--- src/rtl/acs_pkg.sv ---
package acs_pkg;
  localparam int NGRP  = 3;
  localparam int NOM_W = 15;
  localparam int CLS_W = 4;

  typedef enum logic [CLS_W-1:0] {
    CLS_CHG_V   = 4'd0,
    CLS_BAT_CTL = 4'd1,
    CLS_BAT_TMP = 4'd2,
    CLS_ACC_A   = 4'd3,
    CLS_AUX_A   = 4'd4,
    CLS_AUX_B   = 4'd5,
    CLS_BAT_V   = 4'd6,
    CLS_DIE_T   = 4'd7,
    CLS_ACC_B   = 4'd8,
    CLS_BUS_V   = 4'd9,
    CLS_CHG_IA  = 4'd10,
    CLS_CHG_IB  = 4'd11,
    CLS_BKUP_V  = 4'd12
  } chan_cls_e;

  typedef struct packed {
    logic             err;
    logic             cal_ok;
    logic [1:0]       grp;
    logic [NOM_W-1:0] lo;
    logic [NOM_W-1:0] span;
  } cls_map_t;
endpackage

--- src/rtl/acs_class_decode.sv ---
module acs_class_decode
  import acs_pkg::*;
(
  input  logic [CLS_W-1:0] cls_i,
  output cls_map_t         map_o
);
  always_comb begin
    map_o = '0;
    case (chan_cls_e'(cls_i))
      CLS_CHG_V: begin
        map_o.cal_ok = 1'b1; map_o.grp = 2'd0; map_o.span = NOM_W'(20030);
      end
      CLS_BAT_CTL, CLS_BAT_TMP, CLS_ACC_A, CLS_AUX_A, CLS_AUX_B: begin
        map_o.cal_ok = 1'b1; map_o.grp = 2'd1; map_o.span = NOM_W'(1350);
      end
      CLS_BAT_V: begin
        map_o.cal_ok = 1'b1; map_o.grp = 2'd2;
        map_o.lo = NOM_W'(2300); map_o.span = NOM_W'(2500);
      end
      CLS_DIE_T:               map_o.span = NOM_W'(1350);
      CLS_ACC_B:               map_o.span = NOM_W'(2500);
      CLS_BUS_V:               map_o.span = NOM_W'(20030);
      CLS_CHG_IA, CLS_CHG_IB:  map_o.span = NOM_W'(1500);
      CLS_BKUP_V:              map_o.span = NOM_W'(3200);
      default:                 map_o.err  = 1'b1;
    endcase
  end
endmodule

--- src/rtl/acs_mac_stage.sv ---
module acs_mac_stage
  import acs_pkg::*;
#(
  parameter int CODE_W = 10,
  parameter int GAIN_W = 24,
  parameter int OFS_W  = 32,
  parameter int ACC_W  = 40,
  parameter int OUT_W  = 32
) (
  input  logic                    clk_i,
  input  logic                    rst_ni,
  input  logic                    en_i,
  input  logic                    valid_i,
  input  logic                    err_i,
  input  logic                    use_cal_i,
  input  logic [CODE_W-1:0]       code_i,
  input  logic [GAIN_W-1:0]       gain_i,
  input  logic signed [OFS_W-1:0] offset_i,
  input  logic [NOM_W-1:0]        lo_i,
  input  logic [NOM_W-1:0]        span_i,
  output logic                    valid_o,
  output logic                    err_o,
  output logic                    use_cal_o,
  output logic signed [ACC_W-1:0] acc_o,
  output logic [OUT_W-1:0]        nom_o
);
  localparam int PROD_W = CODE_W + GAIN_W;
  localparam int SCL_W  = NOM_W + CODE_W;

  logic [PROD_W-1:0]       prod;
  logic signed [ACC_W-1:0] acc_d;
  logic [SCL_W-1:0]        scaled;
  logic [OUT_W-1:0]        nom_d;

  assign prod   = code_i * gain_i;
  assign acc_d  = $signed(ACC_W'(prod)) + ACC_W'(offset_i);
  assign scaled = span_i * code_i;
  // resolution is 2^CODE_W, so the nominal divide is a shift
  assign nom_d  = OUT_W'(lo_i) + OUT_W'(scaled >> CODE_W);

  always_ff @(posedge clk_i or negedge rst_ni) begin
    if (!rst_ni) begin
      valid_o   <= 1'b0;
      err_o     <= 1'b0;
      use_cal_o <= 1'b0;
      acc_o     <= '0;
      nom_o     <= '0;
    end else if (en_i) begin
      valid_o   <= valid_i;
      err_o     <= err_i;
      use_cal_o <= use_cal_i;
      acc_o     <= acc_d;
      nom_o     <= nom_d;
    end
  end

  AST_NOM_BOUND: assert property (@(posedge clk_i) disable iff (!rst_ni)
    en_i && valid_i && !err_i && !use_cal_i |=>
      (nom_o >= OUT_W'($past(lo_i))) &&
      (nom_o <  OUT_W'($past(lo_i)) + OUT_W'($past(span_i))));
endmodule

--- src/rtl/acs_out_stage.sv ---
module acs_out_stage #(
  parameter int ACC_W     = 40,
  parameter int OUT_W     = 32,
  parameter int CAL_SCALE = 1000
) (
  input  logic                    clk_i,
  input  logic                    rst_ni,
  input  logic                    en_i,
  input  logic                    valid_i,
  input  logic                    err_i,
  input  logic                    use_cal_i,
  input  logic signed [ACC_W-1:0] acc_i,
  input  logic [OUT_W-1:0]        nom_i,
  output logic                    valid_o,
  output logic [OUT_W-1:0]        value_o,
  output logic                    err_o
);
  localparam logic signed [ACC_W-1:0] SCALE = ACC_W'(CAL_SCALE);

  logic signed [ACC_W-1:0] quo;
  logic [OUT_W-1:0]        value_d;

  // signed division truncates toward zero
  assign quo = acc_i / SCALE;

  always_comb begin
    if (err_i)          value_d = '0;
    else if (use_cal_i) value_d = OUT_W'(quo);
    else                value_d = nom_i;
  end

  always_ff @(posedge clk_i or negedge rst_ni) begin
    if (!rst_ni) begin
      valid_o <= 1'b0;
      value_o <= '0;
      err_o   <= 1'b0;
    end else if (en_i) begin
      valid_o <= valid_i;
      value_o <= value_d;
      err_o   <= err_i;
    end
  end

  AST_ERR_VALUE: assert property (@(posedge clk_i) disable iff (!rst_ni)
    valid_o && err_o |-> value_o == '0);
endmodule

--- src/rtl/adc_code_scaler.sv ---
module adc_code_scaler
  import acs_pkg::*;
#(
  parameter int CODE_W    = 10,
  parameter int GAIN_W    = 24,
  parameter int OFS_W     = 32,
  parameter int OUT_W     = 32,
  parameter int CAL_SCALE = 1000
) (
  input  logic                             clk_i,
  input  logic                             rst_ni,
  input  logic [NGRP-1:0][GAIN_W-1:0]      cal_gain_i,
  input  logic [NGRP-1:0][OFS_W-1:0]       cal_offset_i,
  input  logic                             in_valid_i,
  output logic                             in_ready_o,
  input  logic [CLS_W-1:0]                 in_class_i,
  input  logic [CODE_W-1:0]                in_code_i,
  output logic                             out_valid_o,
  input  logic                             out_ready_i,
  output logic [OUT_W-1:0]                 out_value_o,
  output logic                             out_err_o
);
  localparam int PROD_W = CODE_W + GAIN_W;
  localparam int RAW_W  = ((PROD_W > OFS_W) ? PROD_W : OFS_W) + 2;
  localparam int ACC_W  = (RAW_W < 40) ? 40 : RAW_W;

  logic adv;
  assign adv        = !out_valid_o || out_ready_i;
  assign in_ready_o = adv;

  cls_map_t          map;
  logic [GAIN_W-1:0] sel_gain;
  logic [OFS_W-1:0]  sel_ofs;
  logic              use_cal;

  acs_class_decode u_dec (.cls_i(in_class_i), .map_o(map));

  always_comb begin
    sel_gain = '0;
    sel_ofs  = '0;
    for (int g = 0; g < NGRP; g++) begin
      if (map.grp == 2'(g)) begin
        sel_gain = cal_gain_i[g];
        sel_ofs  = cal_offset_i[g];
      end
    end
  end

  // zero gain marks an uncalibrated group
  assign use_cal = map.cal_ok && (sel_gain != '0);

  logic                    s1_vld, s1_err, s1_cal;
  logic [CODE_W-1:0]       s1_code;
  logic [GAIN_W-1:0]       s1_gain;
  logic signed [OFS_W-1:0] s1_ofs;
  logic [NOM_W-1:0]        s1_lo, s1_span;

  always_ff @(posedge clk_i or negedge rst_ni) begin
    if (!rst_ni) begin
      s1_vld <= 1'b0; s1_err <= 1'b0; s1_cal <= 1'b0;
      s1_code <= '0; s1_gain <= '0; s1_ofs <= '0;
      s1_lo <= '0; s1_span <= '0;
    end else if (adv) begin
      s1_vld  <= in_valid_i;
      s1_err  <= map.err;
      s1_cal  <= use_cal;
      s1_code <= in_code_i;
      s1_gain <= sel_gain;
      s1_ofs  <= $signed(sel_ofs);
      s1_lo   <= map.lo;
      s1_span <= map.span;
    end
  end

  logic                    s2_vld, s2_err, s2_cal;
  logic signed [ACC_W-1:0] s2_acc;
  logic [OUT_W-1:0]        s2_nom;

  acs_mac_stage #(
    .CODE_W(CODE_W), .GAIN_W(GAIN_W), .OFS_W(OFS_W), .ACC_W(ACC_W), .OUT_W(OUT_W)
  ) u_mac (
    .clk_i(clk_i), .rst_ni(rst_ni), .en_i(adv),
    .valid_i(s1_vld), .err_i(s1_err), .use_cal_i(s1_cal),
    .code_i(s1_code), .gain_i(s1_gain), .offset_i(s1_ofs),
    .lo_i(s1_lo), .span_i(s1_span),
    .valid_o(s2_vld), .err_o(s2_err), .use_cal_o(s2_cal),
    .acc_o(s2_acc), .nom_o(s2_nom)
  );

  acs_out_stage #(
    .ACC_W(ACC_W), .OUT_W(OUT_W), .CAL_SCALE(CAL_SCALE)
  ) u_out (
    .clk_i(clk_i), .rst_ni(rst_ni), .en_i(adv),
    .valid_i(s2_vld), .err_i(s2_err), .use_cal_i(s2_cal),
    .acc_i(s2_acc), .nom_i(s2_nom),
    .valid_o(out_valid_o), .value_o(out_value_o), .err_o(out_err_o)
  );

  AST_OUT_HOLD: assert property (@(posedge clk_i) disable iff (!rst_ni)
    out_valid_o && !out_ready_i |=>
      out_valid_o && $stable(out_value_o) && $stable(out_err_o));

  AST_BAD_CLASS: assert property (@(posedge clk_i) disable iff (!rst_ni)
    in_valid_i && in_ready_o && (in_class_i > 4'd12) |=> s1_vld && s1_err);

  AST_ZERO_GAIN: assert property (@(posedge clk_i) disable iff (!rst_ni)
    in_valid_i && in_ready_o && (sel_gain == '0) |=> !s1_cal);
endmodule

--- config.mk ---
export PLATFORM = sky130hd
export DESIGN_NAME = adc_code_scaler
export DESIGN_NICKNAME = d
export VERILOG_FILES = /design/src/rtl/acs_pkg.sv /design/src/rtl/acs_class_decode.sv /design/src/rtl/acs_mac_stage.sv /design/src/rtl/acs_out_stage.sv /design/src/rtl/adc_code_scaler.sv
export SDC_FILE = /design/constraint.sdc
export NUM_CORES = 2
export LEC_CHECK = 0
export ABC_CLOCK_PERIOD_IN_PS = 21900
export BUFFER_PORTS_ARGS = -buffer_cell sky130_fd_sc_hd__buf_2
export CORE_UTILIZATION = 60
export CTS_BUF_LIST = sky130_fd_sc_hd__clkbuf_16
export DETAILED_ROUTE_END_ITERATION = 10
export MAX_ROUTING_LAYER = met4
export PLACE_DENSITY_LB_ADDON = 0.05
export SLEW_MARGIN = 20
export SYNTH_ARGS = -nofsm -noshare
export SYNTH_HDL_FRONTEND = slang
export SYNTH_SLANG_ARGS = --single-unit
--- constraint.sdc ---
create_clock -name clk_i -period 21.9 [get_ports clk_i]
set_clock_uncertainty 0.1 [all_clocks]
set_input_delay 1.095 -clock clk_i [delete_from_list [all_inputs] [get_ports clk_i]]
set_output_delay 1.095 -clock clk_i [all_outputs]
set_load 0.1 [all_outputs]
Word level (Yosys, flattened, before mapping)
Index checks and enable logic that the tools add are counted.

word-level totals
  flip-flop bits (word level) = 208
  input port bits = 186
  output and inout port bits = 35
  word-level logic and storage cells = 59

operators by class
  $add $sub $neg = 2
  multipliers = 2
  divide/modulo/power cells = 1
  eq/ne operators = 14
  muxes and demuxes = 12
  reduce and logical (&&, ||, !) cells = 12

operators by type and width
  cell                      count
  $mux W32                  5
  $pmux W15 S5              1
  $mux W24                  3
  $div A40 B11 Y40 const B  1
  $add A35 B32 Y36          1
  $mul A10 B24 Y34          1
  $mul A15 B10 Y25          1
  $reduce_bool A24 Y1       1
  $eq A4 B4 Y1 const B      5
  $add A15 B15 Y16          1
  $eq A4 B3 Y1 const B      4
  $reduce_or A13 Y1         1
  $mux W12                  1
  $pmux W3 S3               1
  $eq A4 B2 Y1 const B      2
  $reduce_or A2 Y1          3
  $reduce_or A6 Y1          1
  $reduce_or A5 Y1          1
  $eq A4 B1 Y1 const B      1
  $logic_not A4 Y1          1
  $eq A2 B1 Y1 const B      1
  $eq A2 B2 Y1 const B      1
  $logic_not A2 Y1          1
  $logic_and A1 B1 Y1       1
  3 further kinds           3

Longest topological paths before layout
  depth after elaboration = 9
  depth in mapped cells = 83
  gate-level depth less buffers = 71

By module
Synthesis repeated with hierarchy kept, for this count alone.

second synthesis, totals
  cell total of the unflattened synthesis = 4,263
  area, all modules = 35,247.6 um2

modules (own cells, without submodules)
  module            instances  cells an instance  area an instance (um2)  sequential area each (um2)
  acs_mac_stage     1          1,955              17,075.1                1,376.3
  acs_out_stage     1          1,807              13,021.2                850.8
  adc_code_scaler   1          449                4,782.1                 2,477.4
  acs_class_decode  1          52                 369.1                   0.0

Worst setup path after synthesis
No wires, ideal clock.

  kind = register to register
  from = reg u_mac.acc_o[11]
  to = reg u_out.value_o[22]
  setup time = 0.131 ns
  data arrival time = 17.994 ns
  required time = 21.669 ns
  slack = 3.675 ns
  stages on the path, launching flop included = 76
  buffers on the path = 7
  clock period less this slack = 18.225 ns
  cells stage by stage = dfrtp_1 clkbuf_1 nor4_4 nand4_2 nor4b_2 and2_1 o221ai_2 nor3_2 nor2_1 o2111ai_1 nand3_2 mux2i_2 or3_4 a21o_2 a31oi_2 a211o_2 o22ai_1 o31ai_4 [40 not listed] mux2_2 o21a_1 o311a_1 a2111oi_4 a211oi_1 o211ai_2 buf_4 mux2i_1 o311a_1 nor2_1 nor3_1 o211ai_1 ha_1 nand4_1 nand2b_1 o41ai_1 xor2_1 o21ai_1

between the ends
  word-level cells in the longest chain between the ends = 3

ends and longest elaborated chain
  item                      line                 RTL
  start: declaration        acs_mac_stage.sv:24  output logic signed [ACC_W-1:0] acc_o,
  start signal: assignment  acs_mac_stage.sv:46  acc_o <= '0;
  start signal: assignment  acs_mac_stage.sv:52  acc_o <= acc_d;
  $div A40 B11 Y40          acs_out_stage.sv:24  assign quo = acc_i / SCALE;
  $mux W32                  acs_out_stage.sv:28  else if (use_cal_i) value_d = OUT_W'(quo);
  $mux W32                  acs_out_stage.sv:27  if (err_i) value_d = '0;
  end signal: assignment    acs_out_stage.sv:39  value_o <= value_d;
  end: declaration          acs_out_stage.sv:15  output logic [OUT_W-1:0] value_o,

No other way between the ends.
A chain may end at the register's enable or synchronous reset.

Final worst setup path
  from = reg u_mac.acc_o[7]
  to = reg u_out.value_o[22]

The elaborated chain is that of the path after synthesis.

==> summary.md <==
| Metric | Value |
|---|---|
| Root Driver | `clkbuf_16` |
| Clock transition at the registers of the reported paths | `0.07 ns` |
| First-pass GRT wire length | `around 140,000 µm` |
| IO Count | `221` |
| Worst hold slack | `0.3738 ns` |
| Hold Startpoint | `u_out.value_o[30]` |
| Cells after synthesis | `3,472` |
| Number of synthesis warnings | `0` |
| Top post-synthesis cells by count | `432 x nand2_1, 279 x inv_1, 254 x nor2_1` |
| Asr flop ratio synth | `1.000` |
| Final min period | `20.86 ns` |
| Max Clock Freq | `47.93 MHz` |
| Cell Area, Synth | `approximately 0.029 mm²` |
| WHS Endpoint | `u_out.value_o[30]` |
| Pin count of the biggest net entering global routing | `102` |
| Core Area | `0.04675 mm²` |
| Die footprint | `0.04857 mm²` |
| Vias in the first global route | `26,450` |
| Critical path startpoint category | `flip-flop` |
| Row count | `just under 80` |
| Share of the yosys chip area belonging to registers | `0.1460` |
| Count leader, synth | `nand2_1` |
| Nets | `4,206` |
| Slew @ Worst Pin | `1.174 ns` |
| Gr usage total | `0.3785` |
| Cell variety after synth | `138` |
| Drt pass-1 iters | `11` |
| 1st-iter DRT viols | `2,385` |
| Syn-to-layout area delta | `9.244%` |
| Crit end category | `flip-flop` |
| Relative slew slack | `0.2148` |
| Syn nets | `~4,000` |
| Longest Clk Path Bufs | `2` |
| CTS tree | `built` |
| Antenna-violating nets left | `0` |
| EDFF count, synth | `0` |
| Clk sinks | `167` |
| Max incr delay on CP | `0.53 ns` |
| Reg-to-reg slack, setup | `1.04 ns` |
| Initial antenna violation count | `0` |
| CP max-delay cell | `or3_1` |
| Vias | `between 20,000 and 30,000` |
| Fin area | `0.03126 mm²` |
| Mapped Avg Cell Area | `a little over 8 µm²` |
| Remaining Overflow, GRT | `0` |
| Pre-CTS setup slack | `0.04777 ns` |
| Share of the synthesized area in the top cell type | `0.1756` |
| Violations in the final reports | `design-rule violations` |
| Final wirelength | `88,090 µm` |
| Bufs and invs on worst path | `6` |
| Final Max Tran Viols | `0` |
| H-tree levels | `4` |
| Worst R2R End | `u_out.value_o[22]` |
| Die Wd | `220.4 µm` |
| Placed Area | `0.03015 mm²` |
| Hold buffer count at cts | `0` |
| Fin crit share | `0.9527` |
| Final Hold Vio Count | `0` |
| Hold-critical path depth | `1` |
| Setup TNS | `0 ns` |
| Worst setup path class | `reg2reg` |
| Crit path required time | `22.16 ns` |
| DR WL/cell | `around 21 µm` |
| Worst R2R Start | `u_mac.acc_o[7]` |
| Starting density of the core | `0.6120` |
| TritonCTS Buffers | `17` |
| Drc violations | `9` |
| Main flop type after synthesis | `dfrtp_1` |
| Max Cap Violations | `0` |
| Worst skew pair latency | `0.51 ns` |
| DPL Wire Length | `approximately 70,000 µm` |
| Cell mode on critical path | `buf_4` |
| Setup WS post-layout | `a little over 1 ns` |
| Status | `complete, but fails checks` |
| Top Family by Delay on Critical Path | `compound AO/OA/AOI/OAI gates` |
| Vias per cell | `around 6.4` |
| GP Congestion | `1.002` |
| Hold crit path type | `reg2reg` |
| Area leader, netlist | `fa_1` |
| Share of cells above drive strength 1 | `0.1480` |
| Area contributors post-synth | `fa_1 18%, dfrtp_1 15%, ha_1 7.6%` |
| Die H | `220.4 µm` |
| Port Buf Inserts | `220` |
| Worst Reg-to-Reg Cells | `73` |
| Setup-failing EPs final | `0` |
| Worst-path fanout max | `15` |
| Ant. Diodes | `0` |
| #FFs+latches synth | `167` |
| Crit path DAT | `21.12 ns` |
per-layer routing:
metal	GRT usage	vias up	wire, µm
met5	-	-	0
li1	-	12460	-
met1	0.4942	13330	37500
met4	0.1274	0	2840
met3	0.05512	180	6211
met2	0.6026	1211	41530
sequential cells by signal (all words and copies together) (netlist names):
signal / cells
u_mac.acc_o: 36
s1_ofs: 32
u_out.value_o: 32
s1_gain: 24
u_mac.nom_o: 16
s1_code: 10
s1_span: 8
s1_cal: 1
s1_err: 1
s1_lo: 1
s1_vld: 1
u_mac.err_o: 1
u_mac.use_cal_o: 1
u_mac.valid_o: 1
u_out.err_o: 1
u_out.valid_o: 1
cell usage in the layout, fill, tap and decap left out, types with 19 or more instances in the layout:
cell      count
nand2_1     431
inv_1       279
fa_1        251
nor2_1      246
a21oi_1     226
buf_2       219
ha_1        174
and2_1      172
dfrtp_1     164
xnor2_1     138
o21ai_0     117
a31oi_1      66
nor3_1       65
xor2_1       63
nand3_1      63
buf_4        59
a22oi_1      52
o21bai_1     41
mux2i_1      39
o211ai_1     38
o21ai_1      30
a21o_1       27
or3_1        27
a211oi_1     26
o31ai_1      23
a22o_1       23
o21a_1       22
and3_1       21
nand4_1      19
worst register-to-register path: cells and delay by family, from the launching register on:
family	cells	cell delay, ns
multiplexers	3	1.04
adder cells (fa/ha/maj)	2	0.54
XOR/XNOR	4	1.22
buffers and inverters	6	1.18
AO/OA/AOI/OAI	36	10.18
flip-flops	1	0.49
AND/OR/NAND/NOR	22	5.98
logic make-up after synthesis:
kind of cell,count (synthesis),share of synthesized area
AOI/OAI and AO/OA,944,0.2401
and+or+nand+nor,1189,0.2054
adders and majority gates,436,0.2556
xor gates and xnor gates,215,0.06777
buffers and inverters,460,0.06253
DFF,167,0.1460
muxes,61,0.02256
what timing repair did:
action | CTS | global route
resized for setup | 0 | 70
buffers inserted | 0 | 13
setup endpoints to repair | 0 | 32
cell type report:
| type | instances | area, µm² |
|---|---|---|
| tap | 607 | 759.5 |
| fill | 3848 | 15490 |
| clock buffer | 17 | 425.4 |
| clock inverter | 15 | 160.2 |
| multi-input combinational | 2847 | 23080 |
| inverter | 281 | 1060 |
| sequential | 167 | 4183 |
| timing repair buffer | 281 | 1593 |
worst max path at each step:
stage | startpoint | to | slack (ns) | cells past startpoint
after detailed placement | u_mac.acc_o[7] | u_out.value_o[22] | 0.05 | 69
final | u_mac.acc_o[7] | u_out.value_o[22] | 1.04 | 73
after global placement | u_mac.acc_o[7] | u_out.value_o[14] | 0.56 | 71
after CTS | u_mac.acc_o[7] | u_out.value_o[22] | 0.002 | 68
after global routing | u_mac.acc_o[27] | u_out.value_o[22] | -0.002 | 68
after floorplan | u_mac.acc_o[11] | u_out.value_o[22] | 3.67 | 75
stage by stage:
| stage | cells | util |
|---|---|---|
| 2_1_floorplan | 3472 | - |
| 3_3_place_gp | 4168 | 0.6448 |
| 3_5_place_dp | 4168 | 0.6448 |
| 4_1_cts | 4200 | 0.6574 |
| 5_1_grt | 4215 | 0.6686 |
| 6_report | 4215 | 0.6686 |
Power is left out: the tool's default activity adds up to more than one toggle a clock period on the data nets, which glitch-free logic cannot reach.
